## config.mk

```make
export PLATFORM = sky130hd
export DESIGN_NAME = serial_result_reader
export DESIGN_NICKNAME = d
export VERILOG_FILES = /design/src/rtl/rdr_pkg.sv /design/src/rtl/rdr_sync.sv /design/src/rtl/rdr_shift.sv /design/src/rtl/serial_result_reader.sv
export SDC_FILE = /design/constraint.sdc
export NUM_CORES = 1
export LEC_CHECK = 0
export BUFFER_PORTS_ARGS = -buffer_cell sky130_fd_sc_hd__buf_2
export CAP_MARGIN = 20
export CORE_MARGIN = 1
export CORE_UTILIZATION = 57
export DETAILED_ROUTE_END_ITERATION = 10
export HOLD_SLACK_MARGIN = 0.02
export PLACE_DENSITY_LB_ADDON = 0.2
export SLEW_MARGIN = 10
export SYNTH_ARGS = -nofsm -noshare
export SYNTH_HDL_FRONTEND = slang
export SYNTH_HIERARCHICAL = 1
export SYNTH_SLANG_ARGS = --single-unit
```

## constraint.sdc

```tcl
create_clock -name clk -period 2.05 [get_ports clk]
set_input_delay 0.1025 -clock clk [delete_from_list [all_inputs] [get_ports clk]]
set_output_delay 0.1025 -clock clk [all_outputs]
set_load 0.005 [all_outputs]
```

## src/rtl/rdr_pkg.sv

```systemverilog
`timescale 1ns/1ps
package rdr_pkg;
  typedef enum logic [2:0] {
    ST_IDLE,
    ST_HIGH,
    ST_LOW,
    ST_TRAIL_HI,
    ST_TRAIL_LO,
    ST_WAIT_HI
  } rdr_state_t;
endpackage

```

## src/rtl/rdr_sync.sv

```systemverilog
`timescale 1ns/1ps
module rdr_sync #(
  parameter int STAGES = 2
) (
  input  logic clk,
  input  logic rst_n,
  input  logic async_i,
  output logic sync_o
);
  logic [STAGES-1:0] chain;

  generate
    for (genvar g = 0; g < STAGES; g++) begin : g_stage
      if (g == 0) begin : g_first
        always_ff @(posedge clk) begin
          if (!rst_n) chain[0] <= 1'b1;
          else        chain[0] <= async_i;
        end
      end else begin : g_next
        always_ff @(posedge clk) begin
          if (!rst_n) chain[g] <= 1'b1;
          else        chain[g] <= chain[g-1];
        end
      end
    end
  endgenerate

  assign sync_o = chain[STAGES-1];
endmodule

```

## src/rtl/rdr_shift.sv

```systemverilog
`timescale 1ns/1ps
module rdr_shift #(
  parameter int W = 24
) (
  input  logic         clk,
  input  logic         rst_n,
  input  logic         clear_i,
  input  logic         shift_i,
  input  logic         last_i,
  input  logic         bit_i,
  output logic [W-1:0] word_o,
  output logic         valid_o
);
  logic [W-2:0] partial;
  logic [W-1:0] word_q;
  logic         valid_q;

  always_ff @(posedge clk) begin
    if (!rst_n) begin
      partial <= '0;
      word_q  <= '0;
      valid_q <= 1'b0;
    end else begin
      valid_q <= 1'b0;
      if (clear_i) begin
        partial <= '0;
      end else if (shift_i) begin
        partial <= {partial[W-3:0], bit_i};
        if (last_i) begin
          word_q  <= {partial, bit_i};
          valid_q <= 1'b1;
        end
      end
    end
  end

  assign word_o  = word_q;
  assign valid_o = valid_q;

  AST_VALID_ONE_CYCLE: assert property (@(posedge clk) disable iff (!rst_n)
    valid_q |=> !valid_q);
  AST_WORD_HELD: assert property (@(posedge clk) disable iff (!rst_n)
    !valid_q |-> $stable(word_q));
endmodule

```

## src/rtl/serial_result_reader.sv

```systemverilog
`timescale 1ns/1ps
module serial_result_reader
  import rdr_pkg::*;
#(
  parameter int HI_CYC      = 10,
  parameter int LO_CYC      = 10,
  parameter int WORD_W      = 24,
  parameter int SYNC_STAGES = 2
) (
  input  logic              clk,
  input  logic              rst_n,
  input  logic              enable,
  input  logic              trail_en,
  input  logic              sdo_i,
  output logic              sclk_o,
  output logic [WORD_W-1:0] word_o,
  output logic              word_valid_o
);
  localparam int CNT_W = $clog2(((HI_CYC > LO_CYC) ? HI_CYC : LO_CYC) + 1);
  localparam int BIT_W = $clog2(WORD_W + 1);
  localparam logic [CNT_W-1:0] HI_LAST  = CNT_W'(HI_CYC - 1);
  localparam logic [CNT_W-1:0] LO_LAST  = CNT_W'(LO_CYC - 1);
  localparam logic [BIT_W-1:0] LAST_BIT = BIT_W'(WORD_W - 1);
  localparam logic [BIT_W-1:0] ALL_BITS = BIT_W'(WORD_W);

  rdr_state_t       st;
  logic [CNT_W-1:0] cnt;
  logic [BIT_W-1:0] bitcnt;
  logic             sclk_q;
  logic             pin_s, pin_d;
  logic             rdy, capture, last, start;

  rdr_sync #(.STAGES(SYNC_STAGES)) u_sync (
    .clk(clk), .rst_n(rst_n), .async_i(sdo_i), .sync_o(pin_s)
  );

  always_ff @(posedge clk) begin
    if (!rst_n) pin_d <= 1'b1;
    else        pin_d <= pin_s;
  end

  assign rdy     = !pin_s && !pin_d;
  assign start   = (st == ST_IDLE) && enable && rdy;
  assign capture = (st == ST_HIGH) && (cnt == HI_LAST);
  assign last    = capture && (bitcnt == LAST_BIT);

  always_ff @(posedge clk) begin
    if (!rst_n) begin
      st     <= ST_IDLE;
      cnt    <= '0;
      bitcnt <= '0;
      sclk_q <= 1'b0;
    end else begin
      case (st)
        ST_IDLE: if (start) begin
          st     <= ST_HIGH;
          sclk_q <= 1'b1;
          cnt    <= '0;
          bitcnt <= '0;
        end
        ST_HIGH: if (cnt == HI_LAST) begin
          st     <= ST_LOW;
          sclk_q <= 1'b0;
          cnt    <= '0;
          bitcnt <= bitcnt + 1'b1;
        end else cnt <= cnt + 1'b1;
        ST_LOW: if (cnt == LO_LAST) begin
          cnt <= '0;
          if (bitcnt != ALL_BITS) begin
            st     <= ST_HIGH;
            sclk_q <= 1'b1;
          end else if (trail_en) begin
            st     <= ST_TRAIL_HI;
            sclk_q <= 1'b1;
          end else begin
            st <= ST_WAIT_HI;
          end
        end else cnt <= cnt + 1'b1;
        ST_TRAIL_HI: if (cnt == HI_LAST) begin
          st     <= ST_TRAIL_LO;
          sclk_q <= 1'b0;
          cnt    <= '0;
        end else cnt <= cnt + 1'b1;
        ST_TRAIL_LO: if (cnt == LO_LAST) begin
          st  <= ST_IDLE;
          cnt <= '0;
        end else cnt <= cnt + 1'b1;
        ST_WAIT_HI: if (pin_s) st <= ST_IDLE;
        default: st <= ST_IDLE;
      endcase
    end
  end

  rdr_shift #(.W(WORD_W)) u_shift (
    .clk(clk), .rst_n(rst_n), .clear_i(start), .shift_i(capture),
    .last_i(last), .bit_i(pin_s), .word_o(word_o), .valid_o(word_valid_o)
  );

  assign sclk_o = sclk_q;

  // Phase-length monitor for the width assertions.
  logic        prev_sclk;
  logic [15:0] run_len;
  always_ff @(posedge clk) begin
    if (!rst_n) begin
      prev_sclk <= 1'b0;
      run_len   <= '0;
    end else begin
      prev_sclk <= sclk_q;
      if (sclk_q != prev_sclk) run_len <= 16'd1;
      else if (run_len != '1)  run_len <= run_len + 1'b1;
    end
  end

  AST_START_NEEDS_READY: assert property (@(posedge clk) disable iff (!rst_n)
    (st == ST_IDLE && !(enable && rdy)) |=> !sclk_q);
  AST_HIGH_MIN: assert property (@(posedge clk) disable iff (!rst_n)
    (!sclk_q && prev_sclk) |-> (run_len >= 16'(HI_CYC)));
  AST_LOW_MIN: assert property (@(posedge clk) disable iff (!rst_n)
    (sclk_q && !prev_sclk && bitcnt != '0) |-> (run_len >= 16'(LO_CYC)));
  AST_BIT_LIMIT: assert property (@(posedge clk) disable iff (!rst_n)
    bitcnt <= ALL_BITS);
  AST_NO_TRAIL_WHEN_OFF: assert property (@(posedge clk) disable iff (!rst_n)
    (st == ST_LOW && cnt == LO_LAST && bitcnt == ALL_BITS && !trail_en) |=> !sclk_q);
endmodule

```

Word-level counts from Yosys, hierarchy flattened --
Cells that the tools add are included.
Word-level totals: bits in registers 64, memory bits (read-only) 0, input port bits 5, output and inout port bits 26, bits in writable memories 0, word-level logic and storage cells 73, memories kept 0, latch bits 0
Operators by class: reductions and logical operators 20, $mul 0, shift operators 0, div/mod/pow operators 0, magnitude comparators 0, mux-type cells 22, equal/unequal tests 16, $add $sub $neg 2, bitwise logic cells 3
Operators with widths (count):
- 3-bit 2-to-1 mux | 8
- 3-bit case mux with 6 select lines | 1
- 5-bit 2-to-1 mux | 2
- 5-bit case mux with 2 select lines | 1
- 4-bit 2-to-1 mux | 2
- 2-bit != test (second input constant) | 4
- 4-bit case mux with 2 select lines | 1
- 3-bit by 2-bit == test with 1-bit output (second input constant) | 2
- 3-bit == test (second input constant) | 2
- 1-bit 2-to-1 mux | 6
- 2-bit by 1-bit != test with 1-bit output (second input constant) | 3
- 3-bit AND reduction | 2
- 6-bit AND reduction | 1
- 5-bit by 1-bit adder with 5-bit output (second input constant) | 1
- 5-bit == test (second input constant) | 1
- 1-bit logical AND | 5
- 5-bit != test (second input constant) | 1
- 5-bit AND reduction | 1
- 4-bit by 1-bit adder with 4-bit output (second input constant) | 1
- 4-bit == test (second input constant) | 1
- 2-bit nonzero test | 2
- 2-bit OR reduction | 2
- 4-bit OR reduction | 1
- 3-bit by 1-bit == test with 1-bit output (second input constant) | 1
- 8 further kinds | 11

Logic depth before layout (Yosys ltp) --
Gate-level depths: netlist (run 1).
word-level depth 5, gate-level depth with buffers 11

By module --
The synthesis (run 1) kept the hierarchy.
Modules (own cells, without submodules):
- rdr_shift | cells an instance 184, seq. area each 960.9 µm², instances 1, area each 1809.2 µm²
- serial_result_reader | cells an instance 103, seq. area each 280.3 µm², instances 1, area each 882.1 µm²
- rdr_sync | cells an instance 4, seq. area each 40.0 µm², instances 1, area each 52.6 µm²

Least setup slack after synthesis (run 1) --
No wires, ideal clock.
path type register to register, start point reg st[2], end point reg u_shift.word_q[10], in the netlist u_shift/word_o[10], data arrival time 1.755 ns, cell stages (with the launch flop) 10, setup slack 0.223 ns, path buffers 4, required time 1.978 ns, cell sequence dfxtp_1 > clkbuf_1 > nor3b_1 > nand2_1 > inv_1 > buf_6 > and3b_1 > buf_6 > buf_6 > mux2i_1
On the way: elaborated cells between the ends (all ways) 8, classes of those cells 1 x eq/ne; 1 x bitwise; 6 x reduce/logical
RTL lines:
- start: declaration | line serial_result_reader.sv:26 | rdr_state_t st;
- start signal: assignment | line serial_result_reader.sv:49 | st <= ST_IDLE;
- start signal: assignment | line serial_result_reader.sv:56 | st <= ST_HIGH;
- start signal: assignment | line serial_result_reader.sv:62 | st <= ST_LOW;
- 3-bit by 1-bit == test with 1-bit output * | line serial_result_reader.sv:44 | assign capture = (st == ST_HIGH) && (cnt == HI_LAST);
- 1-bit logical AND * | line serial_result_reader.sv:44
- named net capture | line serial_result_reader.sv:31 | logic rdy, capture, last, start;
- 1-bit logical AND | line serial_result_reader.sv:45 | assign last = capture && (bitcnt == LAST_BIT);
- 3-bit AND reduction (no line) *
- end signal: assignment | line rdr_shift.sv:30 | word_q <= {partial, bit_i};
- end: declaration | line rdr_shift.sv:15 | logic [W-1:0] word_q;
Mark *: on every way through the listed nets, which the timed path passes. The rest lies on a longest branch. A chain may end at the register's enable or synchronous reset.

Final worst setup path (run 1) --
start point reg cnt[0], end point reg u_shift.word_q[14], in the netlist u_shift/word_o[14]
On the way: longest elaborated chain between the ends 4
RTL lines:
- start: declaration | line serial_result_reader.sv:27 | logic [CNT_W-1:0] cnt;
- start signal: assignment | line serial_result_reader.sv:66 | end else cnt <= cnt + 1'b1;
- start signal: assignment | line serial_result_reader.sv:78 | end else cnt <= cnt + 1'b1;
- start signal: assignment | line serial_result_reader.sv:83 | end else cnt <= cnt + 1'b1;
- 4-bit == test | line serial_result_reader.sv:44
- 1-bit logical AND | line serial_result_reader.sv:44
- 1-bit logical AND | line serial_result_reader.sv:45
- named net last | line serial_result_reader.sv:31
- 3-bit AND reduction (no line)
The timed path passes the listed nets, and every way through them passes these cells.

==> flow_metrics.env, run 1 <==
export IMPL_status="finished, violations left"
export IMPL_violations="DRC"
export IMPL_dp_hpwl_mm=3.21
export IMPL_cts_buffer_depth=2
export IMPL_skew_ns=0.00811
export IMPL_synth_top_area_cell="dfxtp_1"
export IMPL_p_per_area_nw_per_um2=782
export IMPL_relSlewSlack_pct=66.0
export IMPL_cts_tree="built"
export IMPL_totalWireLength_mm=4.97
export IMPL_gp_congestion=0.849
export IMPL_cp_required_ns=2.31
export IMPL_rsz0062_at_grt="false"
export IMPL_initial_core_util_pct=60.9
export IMPL_r2r_start="cnt[0]"
export IMPL_arrival_ns=2.09
export IMPL_gr_usage_all_layers_pct=22.3
export IMPL_path_max_fanout=24
export IMPL_p_leak_nw=1.19
export IMPL_ys_warn_count=6
export IMPL_rr_worst_depth=7
export IMPL_h_tree_depth=3
export IMPL_io_buffers=30
export IMPL_grt_max_degree=56
export IMPL_rrSetupSlack_ns=0.23
export IMPL_r2r_end="u_shift/word_o[14]"
export IMPL_synth_cell_types=42
export IMPL_vias=2017
export IMPL_grt_remaining_overflow=0
export IMPL_areaGrowthSynthToFinish_pct=14.9
export IMPL_hold_viol=0
export IMPL_numCtsBuffers=9
export IMPL_die_w_um=71.4
export IMPL_holdBufCountCts=1
export IMPL_fin_crit_sh_pct=89.0
export IMPL_synth_top_cells_by_count="64 x dfxtp_1, 53 x nand2_1, 48 x mux2i_1"
export IMPL_core_um2=4500
export IMPL_cts_sinks=64
export IMPL_holdPathEnd="st[0]"
export IMPL_worst_pin_slew_ns=0.510
export IMPL_cts_setup_buffers=0
export IMPL_fmax_mhz=548
export IMPL_wl_per_cell_um=13.1
export IMPL_maxCapViolations=0
export IMPL_synth_edf_count=0
export IMPL_clk_pin_slew_ns=0.07
export IMPL_drc_errors=2
export IMPL_slew_viol_final=0
export IMPL_synth_avg_cell_area_um2=9.43
export IMPL_yosys_area_top_type_share_pct=46.7
export IMPL_hold_depth=3
export IMPL_grt_pass1_vias=1868
export IMPL_syn_area_um2=2740
export IMPL_hold_start="rst_n"
export IMPL_clkLatencyLatePin_ns=0.34
export IMPL_drive_above_1_share_pct=18.3
export IMPL_timing_worst_setup_path_type="reg2reg"
export IMPL_cts_resized=0
export IMPL_final_nets=332
export IMPL_first_iter_violations=119
export IMPL_fin_crit_ns=1.82
export IMPL_insertedDiodeCount=0
export IMPL_ys_seq_area_share_pct=46.7
export IMPL_root_buffer="clkbuf_8"
export IMPL_antenna_found_initial=0
export IMPL_synth_most_common_cell="dfxtp_1"
export IMPL_drtPass1Iterations=7
export IMPL_rows=24
export IMPL_syn_inst=291
export IMPL_peakVddDrop_v=0.000721
export IMPL_synthTopCellsByArea="dfxtp_1 47%, mux2i_1 18%, nand2_1 7.3%"
export IMPL_io_pins=31
export IMPL_async_flop_share_pct=0
export IMPL_die_y_um=71.4
export IMPL_tns_ns=0
export IMPL_timing_hold_ws_ns=0.0982
export IMPL_dieArea_um2=5100
export IMPL_hp_class="in2reg"
export IMPL_critPathLaunchType="register"
export IMPL_grt_pass1_wl_mm=8.63
export IMPL_cp_end_kind="register"
export IMPL_final_antenna_net_count=0
export IMPL_synth_ff_type="dfxtp_1"
export IMPL_syn_nets=300
export IMPL_viasPerCell=5.31
export IMPL_setup_viol=0
export IMPL_yosys_register_bits=64
-- layer usage --
layer | GRT usage (%) | part of all wire (%) | vias to the layer above
met1 | 28.9 | 49 | 924
met5 | 0 | 0 | -
met3 | 8.02 | 3.8 | 8
met4 | 8.00 | 1.6 | 0
li1 | - | - | 1043
met2 | 34.4 | 46 | 42
-- report_power, final --
group	leakage, nW	internal [mW]	switching, mW	total (mW)
combinational	0.572	0.0129	0.0325	0.0454
clock	0.108	0.717	0.451	1.17
sequential	0.516	1.25	0.00327	1.25
total	1.19	1.98	0.487	2.46
-- state kept, by name, summed over array words and instances (netlist names) --
signal,cells
bitcnt,5
cnt,4
pin_d,1
sclk_o,1
st,3
u_shift/partial,23
u_shift/valid_o,1
u_shift/word_o,24
u_sync/chain,1
u_sync/sync_o,1
-- layout by cell type (no fill, tap or decap), types with 2 or more instances in the layout --
master / n
xor2_1: 2
clkbuf_1: 3
nor3b_1: 2
clkbuf_8: 10
buf_2: 30
a311oi_1: 3
inv_1: 9
a211oi_2: 3
nand3_1: 3
buf_4: 8
nor2_1: 35
xnor2_1: 5
dfxtp_1: 64
and3b_1: 2
nand4b_1: 2
a21oi_1: 3
bufinv_16: 2
nand2b_1: 5
o211ai_1: 3
mux2i_1: 48
nor3_1: 3
nand2_1: 53
ha_1: 4
o21ai_1: 3
a211o_1: 2
-- per-stage QoR --
step / total power [mW] / worst slack [ns] / utilization, % / cell area [um2] / cells
global placement: 1.32 / 0.336 / 65.0 / 2930 / 363
floorplan: 1.31 / 0.223 / - / 2740 / 291
global route: 2.55 / 0.00584 / 70.0 / 3150 / 380
finish: 2.46 / 0.225 / 70.0 / 3150 / 380
detailed placement: 1.32 / 0.246 / 65.0 / 2930 / 363
CTS: 2.49 / 0.223 / 70.0 / 3150 / 380
-- worst max-delay path, stage by stage, from the launching register on --
cell     delay, ns
dfxtp_1       0.39
ha_1          0.19
and3b_1       0.21
nand2_1       0.10
nor2_1        0.17
and3b_1       0.22
buf_12        0.21
mux2i_1       0.23
-- layout make-up --
class	instances	area [um2]
clock buffer	13	149
clock inverter	3	65.1
fill	367	1350
inverter	9	33.8
multi-input combinational	199	1320
sequential	64	1280
tap	52	65.1
timing repair buffer	40	240
-- worst max-delay path by stage --
| stage | from | endpoint | slack (ns) | cells after the start |
|---|---|---|---|---|
| 2_1_floorplan | st[2] | u_shift/word_o[10] | 0.22 | 9 |
| 3_3_place_gp | cnt[0] | u_shift/word_o[7] | 0.34 | 7 |
| 3_5_place_dp | cnt[0] | u_shift/word_o[14] | 0.25 | 7 |
| 4_1_cts | st[0] | u_shift/word_o[14] | 0.22 | 6 |
| 5_1_grt | st[0] | u_shift/word_o[10] | 0.006 | 6 |
| 6_report | cnt[0] | u_shift/word_o[14] | 0.23 | 7 |
-- cells by family (layout without fill, tap and decap cells) --
kind of cell    Yosys count  after routing  synth area share (%)
fa+ha+maj                 4              4                  1.82
xor+xnor                  7              7                  2.23
buf+inv                  28             65                  5.29
compound gates           23             23                  6.66
flops                    64             64                  46.7
simple gates            116            116                  19.4
mux                      49             49                  17.9
Power figures use the tool's default switching activity.
==> inputs of run 2 (changes only) <==
--- a/config.mk
+++ b/config.mk
@@ -15,5 +15,4 @@
 export SLEW_MARGIN = 10
 export SYNTH_ARGS = -nofsm -noshare
 export SYNTH_HDL_FRONTEND = slang
-export SYNTH_HIERARCHICAL = 1
 export SYNTH_SLANG_ARGS = --single-unit
==> run 2 against run 1 <==
The flow now finishes without violations. Highest routed layer unchanged. Sequential share of layout area up 2.3 points. Critical path type unchanged. Fmax up 3.6%. Sequential power about the same.
==> flow_metrics.env, run 2 <==
export IMPL_synth_ff_type="dfxtp_1"
export IMPL_setup_viol=0
export IMPL_multiInputGateArea_um2=1170
export IMPL_fin_crit_sh_pct=85.9
export IMPL_synth_top_cells_by_count="64 x dfxtp_1, 53 x nand2_1, 32 x nor2_1"
export IMPL_drive_above_1_share_pct=18.8
export IMPL_gr_usage_all_layers_pct=23.4
export IMPL_wl_per_cell_um=12.8
export IMPL_p_leak_nw=1.11
export IMPL_peakVddDrop_v=0.000550
export IMPL_areaGrowthSynthToFinish_pct=17.1
export IMPL_rsz0062_at_grt="false"
export IMPL_cts_setup_buffers=0
export IMPL_cp_required_ns=2.31
export IMPL_status="finished clean"
export IMPL_dieArea_um2=4740
export IMPL_synthTopCellsByArea="dfxtp_1 50%, mux2i_1 9.8%, nand2_1 7.8%"
export IMPL_final_antenna_net_count=0
export IMPL_clkLatencyLatePin_ns=0.34
export IMPL_cp_end_kind="register"
export IMPL_grt_pass1_wl_mm=7.84
export IMPL_die_y_um=68.9
export IMPL_antenna_found_initial=0
export IMPL_vias=2048
export IMPL_path_max_fanout=6
export IMPL_drc_errors=0
export IMPL_dp_hpwl_mm=3.12
export IMPL_skew_ns=0.00747
export IMPL_cts_tree="built"
export IMPL_grt_remaining_overflow=0
export IMPL_io_pins=31
export IMPL_root_buffer="clkbuf_8"
export IMPL_regArea_um2=1280
export IMPL_cts_sinks=64
export IMPL_fmax_mhz=568
export IMPL_first_iter_violations=113
export IMPL_h_tree_depth=3
export IMPL_initial_core_util_pct=61.5
export IMPL_slew_viol_final=0
export IMPL_synth_top_area_cell="dfxtp_1"
export IMPL_hold_viol=0
export IMPL_relSlewSlack_pct=71.6
export IMPL_totalWireLength_mm=4.81
export IMPL_worst_pin_slew_ns=0.423
export IMPL_rows=23
export IMPL_drtPass1Iterations=4
export IMPL_clk_pin_slew_ns=0.06
export IMPL_final_nets=329
export IMPL_syn_area_um2=2550
export IMPL_cts_buffer_depth=2
export IMPL_syn_inst=285
export IMPL_tns_ns=0
export IMPL_arrival_ns=2.02
export IMPL_synth_most_common_cell="dfxtp_1"
export IMPL_yosys_register_bits=64
export IMPL_die_w_um=68.9
export IMPL_fin_crit_ns=1.76
export IMPL_ys_warn_count=0
export IMPL_layout_common_cells="64 x dfxtp_1, 53 x nand2_1, 32 x nor2_1, 30 x buf_2, 29 x a21oi_1"
export IMPL_grt_pass1_vias=1801
export IMPL_core_um2=4140
export IMPL_layout_commonest_cell="dfxtp_1"
export IMPL_hp_class="in2reg"
export IMPL_grt_max_degree=26
export IMPL_ys_seq_area_share_pct=50.3
export IMPL_critPathLaunchType="register"
export IMPL_viasPerCell=5.46
export IMPL_dp_cells=358
export IMPL_gp_congestion=0.767
export IMPL_cts_resized=0
export IMPL_holdBufCountCts=1
export IMPL_numCtsBuffers=9
export IMPL_synth_edf_count=0
export IMPL_p_per_area_nw_per_um2=794
export IMPL_insertedDiodeCount=0
export IMPL_stdcell_count=375
export IMPL_timing_worst_setup_path_type="reg2reg"
export IMPL_largest_reg_flops=24
export IMPL_yosys_area_top_type_share_pct=50.3
export IMPL_syn_nets=294
export IMPL_fin_total_pwr_mw=2.37
export IMPL_synth_cell_types=42
export IMPL_io_buffers=30
export IMPL_async_flop_share_pct=0
export IMPL_fin_util_pct=72.0
export IMPL_synth_avg_cell_area_um2=8.94
export IMPL_fillers=335
export IMPL_maxCapViolations=0
==> run 2: routing by layer <==
layer  vias up  wire [um]  GRT usage (%)
li1       1038          -              -
met1       951       2170           26.9
met2        50       2290           36.9
met3         9        265           11.2
met4         0         86           9.69
met5         -          0              0
==> run 2: worst paths after layout <==
path / startpoint / to / slack [ns] / cells past startpoint
hold / removal: rst_n / u_sync.sync_o / 0.06 / 2
hold reg to reg: u_sync.chain[0] / u_sync.sync_o / 0.43 / 1
setup / recovery: u_sync.sync_o / bitcnt[1] / 0.29 / 4
setup reg to reg: u_sync.sync_o / bitcnt[1] / 0.29 / 4
==> run 2: area by class of cell <==
cell class,instances,share of cell area [%]
clock buffer,13,5.32
multi-input combinational,200,39.2
clock inverter,3,1.34
sequential,64,42.9
timing repair buffer,40,8.47
tap,50,2.10
inverter,5,0.629
==> run 2: logic make-up (layout without fill, tap and decap cells) <==
logic type	Yosys count	count (layout)	share of synthesized area, %
AO/OA/AOI/OAI	44	44	9.92
XOR/XNOR	1	1	0.344
adder cells (fa/ha/maj)	4	4	1.96
buffers and inverters	21	61	3.78
flip-flops	64	64	50.3
multiplexers	26	26	10.3
AND/OR/NAND/NOR	125	125	23.5
==> run 2: metrics by stage <==
step	area, um2	worst slack (ns)	hold slack (ns)
4_1_cts	2990	0.283	0.0511
5_1_grt	2990	0.192	0.0650
3_5_place_dp	2780	0.302	0.319
3_3_place_gp	2780	0.365	0.284
6_report	2990	0.289	0.0627
2_1_floorplan	2550	0.122	0.176
==> run 2: power breakdown <==
| part | switching [mW] | total (mW) | internal, mW |
|---|---|---|---|
| clock | 0.448 | 1.07 | 0.624 |
| combinational | 0.0280 | 0.0461 | 0.0180 |
| sequential | 0.00423 | 1.25 | 1.25 |
| total | 0.480 | 2.37 | 1.89 |
==> run 2: worst max-delay path, stage by stage (launching register included) <==
cell and delay, ns:
dfxtp_1 0.35, or4b_2 0.75, a2bb2oi_1 0.22, nand3b_1 0.18, a21boi_0 0.18
==> inputs of run 3 (changes only) <==
--- a/config.mk
+++ b/config.mk
@@ -5,6 +5,7 @@
 export SDC_FILE = /design/constraint.sdc
 export NUM_CORES = 1
 export LEC_CHECK = 0
+export ABC_AREA = 1
 export BUFFER_PORTS_ARGS = -buffer_cell sky130_fd_sc_hd__buf_2
 export CAP_MARGIN = 20
 export CORE_MARGIN = 1
==> run 3 against run 2 <==
Fmax up 4.2%. Hold slack better by 0.072 ns. Critical path type unchanged. Register-to-register slack better by 0.07 ns. Combinational power grew to 10 times the previous value. Clock-buffer cell count fell by 2. Synthesized cell count rose by 20%. Die area increased by 6.7%. Sequential power is 8% higher. Highest routed layer unchanged. Non-clock buffer count fell by 6.
==> flow_metrics.env, run 3 <==
export IMPL_yosys_register_bits=64
export IMPL_status="finished clean"
export IMPL_ys_warn_count=0
export IMPL_layout_common_cells="72 x nand2_1, 64 x dfxtp_1, 55 x nor2_1, 34 x a21oi_1, 30 x buf_2"
export IMPL_wl_per_cell_um=11.7
export IMPL_syn_nets=352
export IMPL_insertedDiodeCount=0
export IMPL_synthTopCellsByArea="dfxtp_1 47%, nand2_1 9.9%, nor2_1 7.6%"
export IMPL_largest_reg_flops=24
export IMPL_cts_setup_buffers=0
export IMPL_first_iter_violations=127
export IMPL_hold_viol=0
export IMPL_totalWireLength_mm=5.06
export IMPL_viasPerCell=5.06
export IMPL_r2r_start="cnt[0]"
export IMPL_syn_area_um2=2720
export IMPL_h_tree_depth=3
export IMPL_startpoint="cnt[0]"
export IMPL_p_per_area_nw_per_um2=907
export IMPL_gr_usage_all_layers_pct=22.2
export IMPL_hold_depth=5
export IMPL_dp_hpwl_mm=3.33
export IMPL_synth_most_common_cell="nand2_1"
export IMPL_rows=24
export IMPL_r2r_end="u_shift.word_o[0]"
export IMPL_cp_end_kind="register"
export IMPL_grt_pass1_wl_mm=8.80
export IMPL_peakVddDrop_v=0.000493
export IMPL_fin_crit_ns=1.69
export IMPL_crit_chain="ha_1, nand2_1, nor2_2, nand2_4, nor2_8, nor2_1, a211oi_1"
export IMPL_cts_buffer_depth=2
export IMPL_fin_total_pwr_mw=2.76
export IMPL_core_um2=4470
export IMPL_arrival_ns=1.94
export IMPL_endpoint="u_shift.word_o[0]"
export IMPL_io_pins=31
export IMPL_root_buffer="clkbuf_8"
export IMPL_cp_slowest_cell="dfxtp_1"
export IMPL_synth_top_area_cell="dfxtp_1"
export IMPL_final_antenna_net_count=0
export IMPL_drtPass1Iterations=5
export IMPL_synth_avg_cell_area_um2=7.94
export IMPL_drc_errors=0
export IMPL_relSlewSlack_pct=76.0
export IMPL_clk_pin_slew_ns=0.07
export IMPL_hp_class="in2reg"
export IMPL_gp_congestion=0.841
export IMPL_rsz0062_at_grt="false"
export IMPL_p_leak_nw=1.40
export IMPL_vias=2188
export IMPL_path_max_fanout=25
export IMPL_die_y_um=71.1
export IMPL_rrSetupSlack_ns=0.36
export IMPL_synth_cell_types=29
export IMPL_fmax_mhz=592
export IMPL_async_flop_share_pct=0
export IMPL_grt_remaining_overflow=0
export IMPL_cts_sinks=64
export IMPL_timing_worst_setup_path_type="reg2reg"
export IMPL_clkLatencyLatePin_ns=0.34
export IMPL_syn_inst=343
export IMPL_die_w_um=71.1
export IMPL_grt_max_degree=32
export IMPL_numCtsBuffers=9
export IMPL_synth_top_cells_by_count="72 x nand2_1, 64 x dfxtp_1, 55 x nor2_1"
export IMPL_synth_edf_count=0
export IMPL_areaGrowthSynthToFinish_pct=11.8
export IMPL_fin_crit_sh_pct=82.4
export IMPL_initial_core_util_pct=60.9
export IMPL_layout_commonest_cell="nand2_1"
export IMPL_drive_above_1_share_pct=24.2
export IMPL_slew_viol_final=0
export IMPL_rr_worst_depth=7
export IMPL_worst_pin_slew_ns=0.358
export IMPL_final_nets=384
export IMPL_io_buffers=30
export IMPL_dieArea_um2=5060
export IMPL_tns_ns=0
export IMPL_cts_tree="built"
export IMPL_skew_ns=0.00498
export IMPL_maxCapViolations=0
export IMPL_ys_seq_area_share_pct=47.0
export IMPL_stdcell_count=432
export IMPL_yosys_area_top_type_share_pct=47.0
export IMPL_grt_pass1_vias=2050
export IMPL_critPathLaunchType="register"
export IMPL_synth_ff_type="dfxtp_1"
export IMPL_cpPeakStageDelay_ns=0.39
export IMPL_setup_viol=0
export IMPL_dp_cells=415
export IMPL_antenna_found_initial=0
export IMPL_timing_hold_ws_ns=0.134
export IMPL_cp_required_ns=2.31
==> run 3: routing by layer <==
layer / wire (um) / track usage [%] / part of all wire (%) / vias to the layer above
li1: - / - / - / 1167
met1: 2530 / 27.9 / 50 / 987
met2: 2320 / 36.1 / 46 / 24
met3: 105 / 5.56 / 2.1 / 10
met4: 106 / 10.0 / 2.1 / 0
met5: 0 / 0 / 0 / -
==> run 3: critical path: cells and delay by family (launching register included) <==
family,cells,cell delay [ns]
adder cells (fa/ha/maj),1,0.18
AND/OR/NAND/NOR,5,0.85
AO/OA/AOI/OAI,1,0.17
flip-flops,1,0.39
==> run 3: cells by family after synthesis <==
kind of cell,after synthesis,synth area share (%)
and+or+nand+nor,178,31.9
AOI/OAI and AO/OA,66,12.7
DFF,64,47.0
buffers and inverters,29,5.88
adders and majority gates,4,1.84
xor gates and xnor gates,2,0.643
==> run 3: worst min-delay path by stage <==
| stage | from | to | slack (ns) |
|---|---|---|---|
| after detailed placement | sdo_i | u_sync.chain[0] | 0.29 |
| after global routing | trail_en | st[1] | 0.20 |
| after CTS | trail_en | st[1] | 0.13 |
| final | trail_en | st[1] | 0.13 |
| after global placement | sdo_i | u_sync.chain[0] | 0.29 |
| after floorplan | sdo_i | u_sync.chain[0] | 0.21 |
==> run 3: layout make-up <==
type,instances,area [um2]
Clock inverter,5,31.3
Timing Repair Buffer,34,183
Multi-Input combinational cell,250,1280
Clock buffer,11,141
Sequential cell,64,1280
Tap cell,52,65.1
Inverter,16,60.1
Fill cell,394,1430
==> run 3: power by group <==
| group | leakage, nW | total (mW) | internal [mW] | switching [mW] |
|---|---|---|---|---|
| sequential | 0.517 | 1.35 | 1.29 | 0.0618 |
| clock | 0.0895 | 0.948 | 0.469 | 0.479 |
| combinational | 0.790 | 0.462 | 0.153 | 0.309 |
| total | 1.40 | 2.76 | 1.91 | 0.849 |
==> run 3: through the flow <==
| stage | setup WS [ns] | cell area, um2 | util (%) |
|---|---|---|---|
| 2_1_floorplan | 0.607 | 2720 | - |
| 5_1_grt | 0.195 | 3040 | 68.0 |
| 6_report | 0.360 | 3040 | 68.0 |
| 3_5_place_dp | 0.379 | 2860 | 64.0 |
| 4_1_cts | 0.355 | 3040 | 68.0 |
| 3_3_place_gp | 0.423 | 2860 | 64.0 |
==> run 3: repair_timing <==
item                                   4_1_cts  5_1_grt
endpoints found under the hold margin        1        0
gates resized for setup                      0        0
hold buffers                                 1        0
